`config.mk`:
```
export PLATFORM = sky130hd
export DESIGN_NAME = ser_boot_engine
export DESIGN_NICKNAME = d
export VERILOG_FILES = /design/src/rtl/boot_pkg.sv /design/src/rtl/boot_fsm.sv /design/src/rtl/boot_xsum.sv /design/src/rtl/boot_wpack.sv /design/src/rtl/ser_boot_engine.sv
export SDC_FILE = /design/constraint.sdc
export NUM_CORES = 1
export LEC_CHECK = 0
export BUFFER_PORTS_ARGS = -buffer_cell sky130_fd_sc_hd__buf_2
export CAP_MARGIN = 40
export CELL_PAD_IN_SITES_DETAIL_PLACEMENT = 1
export CELL_PAD_IN_SITES_GLOBAL_PLACEMENT = 2
export CORE_MARGIN = 5
export CORE_UTILIZATION = 37
export CTS_CLUSTER_SIZE = 12
export DETAILED_ROUTE_END_ITERATION = 8
export PLACE_DENSITY_LB_ADDON = 0.25
export SETUP_SLACK_MARGIN = 0.5
export SLEW_MARGIN = 20
export SYNTH_ARGS = -nofsm -noshare
export SYNTH_HDL_FRONTEND = slang
export SYNTH_HIERARCHICAL = 1
export SYNTH_SLANG_ARGS = --single-unit
```
`constraint.sdc`:
```
create_clock -name clk -period 6.4 [get_ports clk]
set_clock_uncertainty 0.05 [all_clocks]
set_input_delay 0.96 -clock clk [delete_from_list [all_inputs] [get_ports clk]]
set_output_delay 0.96 -clock clk [all_outputs]
set_load 0.01 [all_outputs]
```
`src/rtl/boot_pkg.sv`:
```
package boot_pkg;

    localparam int LEN_W = 16;

    localparam logic [7:0] C_STX  = 8'h02;
    localparam logic [7:0] C_SOH  = 8'h01;
    localparam logic [7:0] C_ACK  = 8'h06;
    localparam logic [7:0] C_NACK = 8'h15;
    localparam logic [1:0] C_REMAP_SEL = 2'h2;

    typedef enum logic [3:0] {
        ST_STX, ST_MARK, ST_LLO, ST_LHI, ST_RPLY,
        ST_LOAD, ST_SUM, ST_FIN, ST_DONE
    } boot_state_t;

    typedef struct packed {
        logic       vld;
        logic       last;
        logic [7:0] data;
    } pay_beat_t;

    function automatic logic hdr_bad(input logic [7:0] mark, input logic [LEN_W-1:0] len);
        return (mark != C_SOH) || (len == '0);
    endfunction

endpackage

```
`src/rtl/boot_fsm.sv`:
```
module boot_fsm
    import boot_pkg::*;
(
    input  logic        clk,
    input  logic        rst,
    input  logic        rx_valid,
    input  logic [7:0]  rx_data,
    input  logic        tx_ready,
    input  logic [7:0]  chk_in,
    output logic        tx_valid,
    output logic [7:0]  tx_data,
    output pay_beat_t   beat,
    output logic        sess_clr,
    output logic        load_phase,
    output logic        sum_phase,
    output logic        remap_req,
    output logic        swrst_req
);
    boot_state_t            st;
    logic [7:0]             mark_q;
    logic [7:0]             len_lo;
    logic                   hdr_err;
    logic [LEN_W-1:0]       rem;

    always_ff @(posedge clk) begin
        if (rst) begin
            st        <= ST_STX;
            mark_q    <= '0;
            len_lo    <= '0;
            hdr_err   <= 1'b0;
            rem       <= '0;
            remap_req <= 1'b0;
            swrst_req <= 1'b0;
        end else begin
            remap_req <= 1'b0;
            swrst_req <= 1'b0;
            case (st)
                ST_STX:  if (tx_ready) st <= ST_MARK;
                ST_MARK: if (rx_valid) begin mark_q <= rx_data; st <= ST_LLO; end
                ST_LLO:  if (rx_valid) begin len_lo <= rx_data; st <= ST_LHI; end
                ST_LHI:  if (rx_valid) begin
                    rem     <= {rx_data, len_lo};
                    hdr_err <= hdr_bad(mark_q, {rx_data, len_lo});
                    st      <= ST_RPLY;
                end
                ST_RPLY: if (tx_ready) st <= hdr_err ? ST_STX : ST_LOAD;
                ST_LOAD: if (rx_valid) begin
                    rem <= rem - 1'b1;
                    if (rem == 1) st <= ST_SUM;
                end
                ST_SUM:  if (tx_ready) st <= ST_FIN;
                ST_FIN:  if (rx_valid) begin
                    if (rx_data == C_ACK) begin
                        st        <= ST_DONE;
                        remap_req <= 1'b1;
                        swrst_req <= 1'b1;
                    end else begin
                        st <= ST_STX;
                    end
                end
                ST_DONE: st <= ST_DONE;
                default: st <= ST_STX;
            endcase
        end
    end

    always_comb begin
        tx_valid = 1'b0;
        tx_data  = 8'h00;
        case (st)
            ST_STX:  begin tx_valid = 1'b1; tx_data = C_STX; end
            ST_RPLY: begin tx_valid = 1'b1; tx_data = hdr_err ? C_NACK : C_ACK; end
            ST_SUM:  begin tx_valid = 1'b1; tx_data = chk_in; end
            default: ;
        endcase
    end

    assign beat.vld   = (st == ST_LOAD) && rx_valid;
    assign beat.last  = (rem == 1);
    assign beat.data  = rx_data;
    assign sess_clr   = (st == ST_STX);
    assign load_phase = (st == ST_LOAD);
    assign sum_phase  = (st == ST_SUM);


    tx_hold_chk: assert property (@(posedge clk) disable iff (rst)
        tx_valid && !tx_ready |=> tx_valid && $stable(tx_data));


    done_pulse_chk: assert property (@(posedge clk) disable iff (rst)
        remap_req |=> !remap_req && !tx_valid);

endmodule

```
`src/rtl/boot_xsum.sv`:
```
module boot_xsum (
    input  logic       clk,
    input  logic       rst,
    input  logic       clr,
    input  logic       vld,
    input  logic [7:0] data,
    output logic [7:0] sum
);
    always_ff @(posedge clk) begin
        if (rst || clr) sum <= 8'h00;
        else if (vld)   sum <= sum ^ data;
    end
endmodule

```
`src/rtl/boot_wpack.sv`:
```
module boot_wpack
    import boot_pkg::*;
#(
    parameter int          ADDR_W     = 32,
    parameter int          WORD_BYTES = 4,
    parameter logic [31:0] BASE_ADDR  = 32'h07FC_0000
) (
    input  logic                    clk,
    input  logic                    rst,
    input  logic                    clr,
    input  pay_beat_t               beat,
    output logic                    ram_we,
    output logic [ADDR_W-1:0]       ram_addr,
    output logic [8*WORD_BYTES-1:0] ram_wdata
);
    localparam int LANE_W = $clog2(WORD_BYTES);
    localparam int WIDX_W = LEN_W - LANE_W + 1;
    localparam int DATA_W = 8 * WORD_BYTES;

    logic [WORD_BYTES-1:0][7:0] lane_q;
    logic [LANE_W-1:0]          idx;
    logic [WIDX_W-1:0]          widx;
    logic [DATA_W-1:0]          comp;
    logic                       flush;

    for (genvar g = 0; g < WORD_BYTES; g++) begin : g_lane
        assign comp[8*g +: 8] = (LANE_W'(g) < idx)  ? lane_q[g] :
                                (LANE_W'(g) == idx) ? beat.data : 8'h00;
    end

    assign flush = beat.vld && (beat.last || idx == LANE_W'(WORD_BYTES - 1));

    always_ff @(posedge clk) begin
        if (rst) begin
            lane_q    <= '0;
            idx       <= '0;
            widx      <= '0;
            ram_we    <= 1'b0;
            ram_addr  <= '0;
            ram_wdata <= '0;
        end else begin
            ram_we <= 1'b0;
            if (clr) begin
                idx  <= '0;
                widx <= '0;
            end else if (beat.vld) begin
                for (int i = 0; i < WORD_BYTES; i++)
                    if (LANE_W'(i) == idx) lane_q[i] <= beat.data;
                if (flush) begin
                    ram_we    <= 1'b1;
                    ram_wdata <= comp;
                    ram_addr  <= ADDR_W'(BASE_ADDR) + (ADDR_W'(widx) << LANE_W);
                    widx      <= widx + 1'b1;
                    idx       <= '0;
                end else begin
                    idx <= idx + 1'b1;
                end
            end
        end
    end
endmodule

```
`src/rtl/ser_boot_engine.sv`:
```
module ser_boot_engine
    import boot_pkg::*;
#(
    parameter int          ADDR_W     = 32,
    parameter int          WORD_BYTES = 4,
    parameter logic [31:0] BASE_ADDR  = 32'h07FC_0000
) (
    input  logic                    clk,
    input  logic                    rst,
    input  logic                    rx_valid,
    input  logic [7:0]              rx_data,
    input  logic                    tx_ready,
    output logic                    tx_valid,
    output logic [7:0]              tx_data,
    output logic                    ram_we,
    output logic [ADDR_W-1:0]       ram_addr,
    output logic [8*WORD_BYTES-1:0] ram_wdata,
    output logic                    remap_req,
    output logic [1:0]              remap_sel,
    output logic                    swrst_req
);
    pay_beat_t  beat;
    logic       sess_clr;
    logic       load_phase;
    logic       sum_phase;
    logic [7:0] chk;

    boot_fsm u_fsm (
        .clk(clk), .rst(rst), .rx_valid(rx_valid), .rx_data(rx_data),
        .tx_ready(tx_ready), .chk_in(chk), .tx_valid(tx_valid), .tx_data(tx_data),
        .beat(beat), .sess_clr(sess_clr), .load_phase(load_phase),
        .sum_phase(sum_phase), .remap_req(remap_req), .swrst_req(swrst_req)
    );

    boot_xsum u_xsum (
        .clk(clk), .rst(rst), .clr(sess_clr), .vld(beat.vld),
        .data(beat.data), .sum(chk)
    );

    boot_wpack #(.ADDR_W(ADDR_W), .WORD_BYTES(WORD_BYTES), .BASE_ADDR(BASE_ADDR)) u_pack (
        .clk(clk), .rst(rst), .clr(sess_clr), .beat(beat),
        .ram_we(ram_we), .ram_addr(ram_addr), .ram_wdata(ram_wdata)
    );

    assign remap_sel = remap_req ? C_REMAP_SEL : 2'h0;


    flush_with_sum_chk: assert property (@(posedge clk) disable iff (rst)
        $rose(sum_phase) |-> ram_we);


    write_in_load_chk: assert property (@(posedge clk) disable iff (rst)
        ram_we |-> $past(load_phase));

endmodule

```
==> Word-level counts from Yosys, hierarchy flattened <==
Index checks and enable logic that the tools add are counted.
{ "totals": {"in_bits": 12, "register_bits": 160, "word_cells": 107} }
{ "classes": {"n_reduce_logical": 24, "bitwise": 5, "eq_ne": 24, "n_mux": 30, "n_addsub": 4, "magnitude_cmp": 4} }
{ "op_table": {"columns": ["cell", "count"], "rows": [
  ["$mux W8", 8],
  ["$mux W4", 10],
  ["$pmux W4 S9", 1],
  ["$mux W16", 2],
  ["$pmux W16 S2", 1],
  ["$add A27 B17 Y28 const A", 1],
  ["$pmux W8 S3", 1],
  ["$reduce_and A3 Y1", 6],
  ["$eq A16 B1 Y1 const B", 1],
  ["$eq A4 B3 Y1 const B", 4],
  ["$logic_not A16 Y1", 1],
  ["$ne A2 B2 Y1 const B", 8],
  ["$sub A16 B1 Y16 const B", 1],
  ["$add A15 B1 Y15 const B", 1],
  ["$reduce_and A9 Y1", 1],
  ["$reduce_or A3 Y1", 3],
  ["$eq A4 B2 Y1 const B", 2],
  ["$eq A8 B3 Y1 const B", 1],
  ["$ne A8 B1 Y1 const B", 1],
  ["$reduce_and A2 Y1", 4],
  ["$xor A8 B8 Y8", 1],
  ["$mux W5", 1],
  ["$eq A2 B2 Y1 const A", 2],
  ["$eq A4 B1 Y1 const B", 1],
  ["17 further kinds", 28]
]} }

==> Longest topological paths before layout <==
Gate-level depths: netlist of the first run.
{ "logic_depth": {"word_depth": 4, "depth_mapped": 11, "depth_no_buf": 8} }

==> Modules after synthesis <==
The synthesis of the first run kept the hierarchy.
{ "by_module_without_submodules": {"columns": ["module", "cells_each", "seq_area_each_um2", "area_each_um2", "instances"], "rows": [
  ["boot_wpack", 443, 1801.7, 3943.8, 1],
  ["boot_fsm", 277, 760.7, 2207.1, 1],
  ["boot_xsum", 36, 160.2, 385.4, 1],
  ["ser_boot_engine", 3, 0.0, 18.8, 1]
]} }

==> Least setup slack after synthesis of the first run <==
Ideal clock, no wire load.
{ "synth_timing": {"path_kind": "reg-to-reg", "start": "register u_fsm.rem[7]", "end": "register u_pack.widx[9]", "t_required_ps": 6280, "period_less_slack_ps": 2584, "t_arrival_ps": 2463, "n_path_buf": 1, "setup_slack_ps": 3816, "path_stages_with_launch": 8, "cell_sequence": "dfxtp_1 -> or4_4 -> or4_4 -> inv_1 -> buf_2 -> o211ai_2 -> or4_1 -> a21oi_1"} }
{ "synth_rtl": {"columns": ["element", "line_no", "text"], "rows": [
  ["from (decl)", "boot_fsm.sv:23", "logic [LEN_W-1:0] rem;"],
  ["from (signal assigned)", "boot_fsm.sv:42", "rem <= {rx_data, len_lo};"],
  ["from (signal assigned)", "boot_fsm.sv:48", "rem <= rem - 1'b1;"],
  ["to (signal assigned)", "boot_wpack.sv:53", "widx <= widx + 1'b1;"],
  ["to (decl)", "boot_wpack.sv:22", "logic [WIDX_W-1:0] widx;"]
]} }

==> flow_metrics.env, run 1 <==
export IMPL_cts_resized=0
export IMPL_die_y_um=143.0
export IMPL_grt_use_total_pct=18.97
export IMPL_viasPerCell=5.661
export IMPL_placed_cell_area_sq_um=6883
export IMPL_cp_slowest_cell="dfxtp_1"
export IMPL_final_setup_tns_ps=0
export IMPL_hold_slack_ps=412.9
export IMPL_drive_gt1_share_pct=17.75
export IMPL_first_global_vias=5782
export IMPL_finalWeightedCongestion=0.7797
export IMPL_worst_slack_ps=2384
export IMPL_p_seq_share_pct=43.5
export IMPL_critPathMaxStageDelay_ps=650
export IMPL_die_area_sq_um=20460
export IMPL_antenna_left=0
export IMPL_pre_cts_slack_ps=2424
export IMPL_diodes=0
export IMPL_final_hold_viol_count=0
export IMPL_cts_made_buffers=17
export IMPL_endpoint_kind="flip-flop"
export IMPL_pwr_share_clk_pct=50.4
export IMPL_rows=48
export IMPL_routedWlPerCell_um=19.08
export IMPL_drc=0
export IMPL_synth_area_sq_um=6549
export IMPL_port_buffer_count=80
export IMPL_clockBufferDepth=2
export IMPL_internal_power_mw=1.525
export IMPL_clkTransAtPathRegs_ps=60
export IMPL_slew_headroom_pct=51.09
export IMPL_cp_start_kind="flip-flop"
export IMPL_period_minus_slack_ps=4016
export IMPL_num_fill_cells=2055
export IMPL_path_class="flip-flop to flip-flop"
export IMPL_status="finished clean"
export IMPL_cts_max_level=4
export IMPL_pwr_density_cell_nw_per_um2=265.9
export IMPL_grt_antenna_before_repair=0
export IMPL_routed_wl_um=19560
export IMPL_p_leak_nw=2.877
export IMPL_cts_setup_buffers=0
export IMPL_cap_violations=0
export IMPL_fmax_ghz=0.2490
export IMPL_avgSynthCellArea_sq_um=8.640
export IMPL_core_sq_um=17360
export IMPL_clk_latency_ps=410
export IMPL_cp_required_ps=6670
export IMPL_grt_pass1_wl_um=31010
export IMPL_clkSinkCount=136
export IMPL_hpwlAfterDp_um=13230
export IMPL_gr_total_overflow=0
export IMPL_worstPathArrival_ps=4280
export IMPL_power_switching_uw=470.1
export IMPL_worst_pin_slew_ps=731.0
export IMPL_rsz0062_at_grt="no"
export IMPL_p_sw_share_pct=23.56
export IMPL_final_area_sq_um=7503
export IMPL_area_growth_pct=14.58
export IMPL_ioPinCount=90
export IMPL_start_util_pct=37.73
export IMPL_die_w_um=143.0
export IMPL_setup_viol_count_final=0
export IMPL_vias=5803
export IMPL_ys_warn_count=6
export IMPL_path_max_fanout=34
export IMPL_finalMaxSlewViolations=0
export IMPL_fin_crit_sh_pct=62.75
export IMPL_total_power_mw=1.995
export IMPL_power_share_combinational_pct=6.2
export IMPL_root_buffer="clkbuf_16"
export IMPL_cp_cell_sequence="nand4bb_1 > inv_1 > nand2_1 > inv_1 > buf_4 > nor2b_2 > buf_4 > a21oi_1 > a311oi_1"
export IMPL_drt_iter0_drc=351
export IMPL_min_path_type="flip-flop to flip-flop"
export IMPL_syn_inst=758
export IMPL_nNetsFinal=807
export IMPL_vdd_ir_drop_max_mv=0.1899
export IMPL_cts_tree="built"
export IMPL_cts_hold_buf=0
export IMPL_drt_pass1_iterations=5
export IMPL_grt_max_degree=62
## placed cells by master, fill, tap and decap left out, types with 5 or more instances in the layout
cell type,instances
buf_4,6
a21bo_2,6
nor3_1,12
inv_1,10
mux2i_1,53
nand3_1,42
o21ai_0,31
nand4_1,6
a311oi_1,16
a21oi_1,89
nand2_1,62
dfxtp_1,136
conb_1,9
buf_2,81
o32ai_1,5
ha_1,8
nand3b_1,19
or4_1,9
a211oi_1,14
nand2b_1,6
nor2_1,45
and3_1,5
nor4_1,10
o31ai_1,9
or3_1,10
clkbuf_16,17
## through the flow
| stage | utilization [%] | std cells |
|---|---|---|
| after floorplan | - | 765 |
| after global placement | 39.42 | 988 |
| after detailed placement | 39.66 | 992 |
| after CTS | 43.14 | 1024 |
| after global routing | 43.23 | 1025 |
| final | 43.23 | 1025 |
## final cells by class
type	count	area, sq um	share of cell area (%)
well taps	225	281.5	3.752
inverters	11	41.29	0.5503
clock inverters	11	145.1	1.934
flip-flops and latches	136	2723	36.28
repair buffers	90	495.5	6.603
clock buffers	21	460.4	6.136
multi-input cells	531	3357	44.74
## state kept, by name, indices dropped and copies added, names as in the netlist
register,flops
u_fsm/rem,16
u_fsm/len_lo,8
u_pack/idx,2
u_fsm/swrst_req,1
u_fsm/hdr_err,1
u_fsm/mark_q,8
u_pack/ram_we,1
u_pack/ram_wdata,32
u_pack/widx,15
u_fsm/st,4
u_pack/ram_addr,16
u_xsum/sum,8
u_pack/lane_q,24
## worst paths after layout
kind	cells after the start	endpoint	slack [ps]	startpoint
worst min-delay path	2	u_fsm/mark_q[1]	410	u_fsm/mark_q[1]
worst max-delay path	9	u_pack/ram_wdata[17]	2380	u_fsm/st[2]
worst min register to register	2	u_fsm/mark_q[1]	410	u_fsm/mark_q[1]
worst max register to register	9	u_pack/ram_wdata[17]	2380	u_fsm/st[2]
## power groups by stage
stage / combinational [mW] / clock, mW / sequential, mW
2_1_floorplan: 0.0942 / 0 / 0.877
3_5_place_dp: 0.122 / 0 / 0.885
6_report: 0.123 / 1.01 / 0.867
3_3_place_gp: 0.119 / 0 / 0.885
4_1_cts: 0.123 / 1.03 / 0.867
5_1_grt: 0.134 / 1.07 / 0.868
## per-layer routing
layer  GRT usage, %  vias up  part of all wire, %
li1               -     2790                    -
met1          24.85     2862                   47
met2          31.70      134                   48
met4          6.203        0                  1.2
met5              0        -                    0
met3          3.349       17                  4.3
## critical path, delay by kind of cell (launching register included)
family / cells / cell delay, ps
AO/OA/AOI/OAI: 2 / 380
buffers and inverters: 4 / 1540
flip-flops: 1 / 650
AND/OR/NAND/NOR: 3 / 1280
Note: power is estimated with default switching activity, not from simulation.
==> run 2: changes to the inputs <==
CORE_UTILIZATION = 31   (was 37)
clock period = 3.6 ns   (was 6.4 ns; I/O delays follow)
==> flow_metrics.env, run 2 (synthesized netlist as in run 1, its figures left out) <==
export IMPL_cp_num_buf_inv=4
export IMPL_dp_cells=1050
export IMPL_grt_max_degree=65
export IMPL_drt_pass1_iterations=4
export IMPL_path_max_fanout=24
export IMPL_hold_depth=2
export IMPL_hold_start="u_fsm/mark_q[6]"
export IMPL_worst_slack_ps=683.7
export IMPL_endpoint_kind="flip-flop"
export IMPL_fmax_ghz=0.3429
export IMPL_routedWlPerCell_um=18.57
export IMPL_die_w_um=155.3
export IMPL_cap_violations=0
export IMPL_hold_end="u_fsm/mark_q[6]"
export IMPL_startpoint="u_fsm/rem[1]"
export IMPL_cp_cell_sequence="inv_1 > ha_1 > or4b_1 > or4_4 > inv_1 > nor2_2 > buf_8 > nor2_1 > buf_4 > a311oi_1"
export IMPL_cts_tree="built"
export IMPL_drc=0
export IMPL_grt_pass1_wl_um=32540
export IMPL_pwr_density_cell_nw_per_um2=471.8
export IMPL_clk_latency_ps=420
export IMPL_layout_commonest_cell="dfxtp_1"
export IMPL_setup_viol_count_final=0
export IMPL_grt_use_total_pct=16.71
export IMPL_routed_wl_um=20100
export IMPL_ioPinCount=90
export IMPL_nNetsFinal=814
export IMPL_cp_slowest_cell="or4_4"
export IMPL_cts_setup_buffers=0
export IMPL_rr_worst_depth=10
export IMPL_die_y_um=155.3
export IMPL_final_setup_tns_ps=0
export IMPL_slew_headroom_pct=54.80
export IMPL_fin_crit_sh_pct=81.01
export IMPL_rows=53
export IMPL_grt_antenna_before_repair=0
export IMPL_worstPathArrival_ps=3130
export IMPL_vdd_ir_drop_max_mv=0.3258
export IMPL_cp_start_kind="flip-flop"
export IMPL_path_class="flip-flop to flip-flop"
export IMPL_port_buffer_count=80
export IMPL_diodes=0
export IMPL_core_sq_um=20890
export IMPL_pre_cts_slack_ps=726.9
export IMPL_finalMaxSlewViolations=0
export IMPL_clkTransAtPathRegs_ps=70
export IMPL_timing_rr_start="u_fsm/rem[1]"
export IMPL_placed_cell_area_sq_um=7000
export IMPL_reg_largest_list="u_pack/ram_wdata (32), u_pack/lane_q (24)"
export IMPL_rsz0062_at_grt="no"
export IMPL_first_global_vias=5914
export IMPL_cts_resized=0
export IMPL_antenna_left=0
export IMPL_cts_max_level=4
export IMPL_final_cell_mix="dfxtp_1 (136), a21oi_1 (89), buf_2 (79)"
export IMPL_cts_made_buffers=17
export IMPL_cpLargestDelayFamily="simple AND/OR/NAND/NOR gates"
export IMPL_status="finished clean"
export IMPL_p_leak_nw=2.918
export IMPL_r2r_slack_ps=680
export IMPL_r2r_end="u_pack/ram_wdata[20]"
export IMPL_clockBufferDepth=2
export IMPL_final_hold_viol_count=0
export IMPL_cts_hold_buf=0
export IMPL_regMostFlops="u_pack/ram_wdata"
export IMPL_crit_cells=10
export IMPL_drt_iter0_drc=251
export IMPL_area_growth_pct=16.22
export IMPL_final_area_sq_um=7611
export IMPL_largest_reg_flops=32
export IMPL_gr_total_overflow=0
export IMPL_root_buffer="clkbuf_16"
export IMPL_critPathMaxStageDelay_ps=580
export IMPL_vias=5757
export IMPL_viasPerCell=5.321
export IMPL_path_common_cell="inv_1"
export IMPL_die_area_sq_um=24130
export IMPL_hpwlAfterDp_um=13530
export IMPL_period_minus_slack_ps=2916
export IMPL_clkSinkCount=136
export IMPL_finalWeightedCongestion=0.8445
export IMPL_drive_gt1_share_pct=18.46
export IMPL_cp_required_ps=3810
export IMPL_start_util_pct=31.35
export IMPL_worst_pin_slew_ps=678.1
export IMPL_min_path_type="flip-flop to flip-flop"
export IMPL_final_cells=1082
[run 2: cell count changes in the layout (fill, tap and decap cells not counted), sizes merged]
| cell | previous run | this run |
|---|---|---|
| clkinv | 5 | 6 |
| inv | 11 | 14 |
| clkinvlp | 3 | 1 |
| buf | 90 | 97 |
| clkbuf | 21 | 19 |
[run 2: how the worst max path moves through the flow]
| stage | endpoint |
|---|---|
| after floorplan | u_pack/widx[9] |
| after global placement | u_pack/ram_wdata[19] |
| after detailed placement | u_pack/ram_wdata[8] |
| after CTS | u_pack/ram_wdata[20] |
| after global routing | u_pack/ram_wdata[20] |
| final | u_pack/ram_wdata[20] |
[run 2: worst register-to-register path: stages (launching register included)]
cell      delay (ps)
dfxtp_1          340
inv_1             90
ha_1             130
or4b_1           440
or4_4            580
inv_1            230
nor2_2           120
buf_8            180
nor2_1           110
buf_4            300
a311oi_1         180
[run 2: cell type report]
| cell class | count | area [sq um] |
|---|---|---|
| fill | 2446 | 13280 |
| multi-input combinational | 531 | 3354 |
| sequential | 136 | 2723 |
| timing repair buffer | 97 | 538.0 |
| clock buffer | 19 | 442.9 |
| tap | 275 | 344.1 |
| clock inverter | 13 | 167.7 |
| inverter | 11 | 41.29 |
[run 2: layer usage]
layer	up-vias	track usage (%)	routed length (um)
met5	-	0	0
met1	2806	22.46	9550
met2	125	27.05	9374
met4	0	4.335	213
li1	2805	-	-
met3	21	3.922	959
[run 2: power breakdown]
group | internal (mW) | switching [mW]
sequential | 1.52 | 0.0107
combinational | 0.0712 | 0.167
clock | 1.12 | 0.705
[run 2: through the flow]
step / hold WS, ps / utilization (%) / power, mW
2_1_floorplan: 381.6 / - / 1.727
3_3_place_gp: 393.9 / 33.44 / 1.797
3_5_place_dp: 398.5 / 33.51 / 1.802
4_1_cts: 407.3 / 36.44 / 3.636
5_1_grt: 427.6 / 36.44 / 3.732
6_report: 409.1 / 36.44 / 3.591
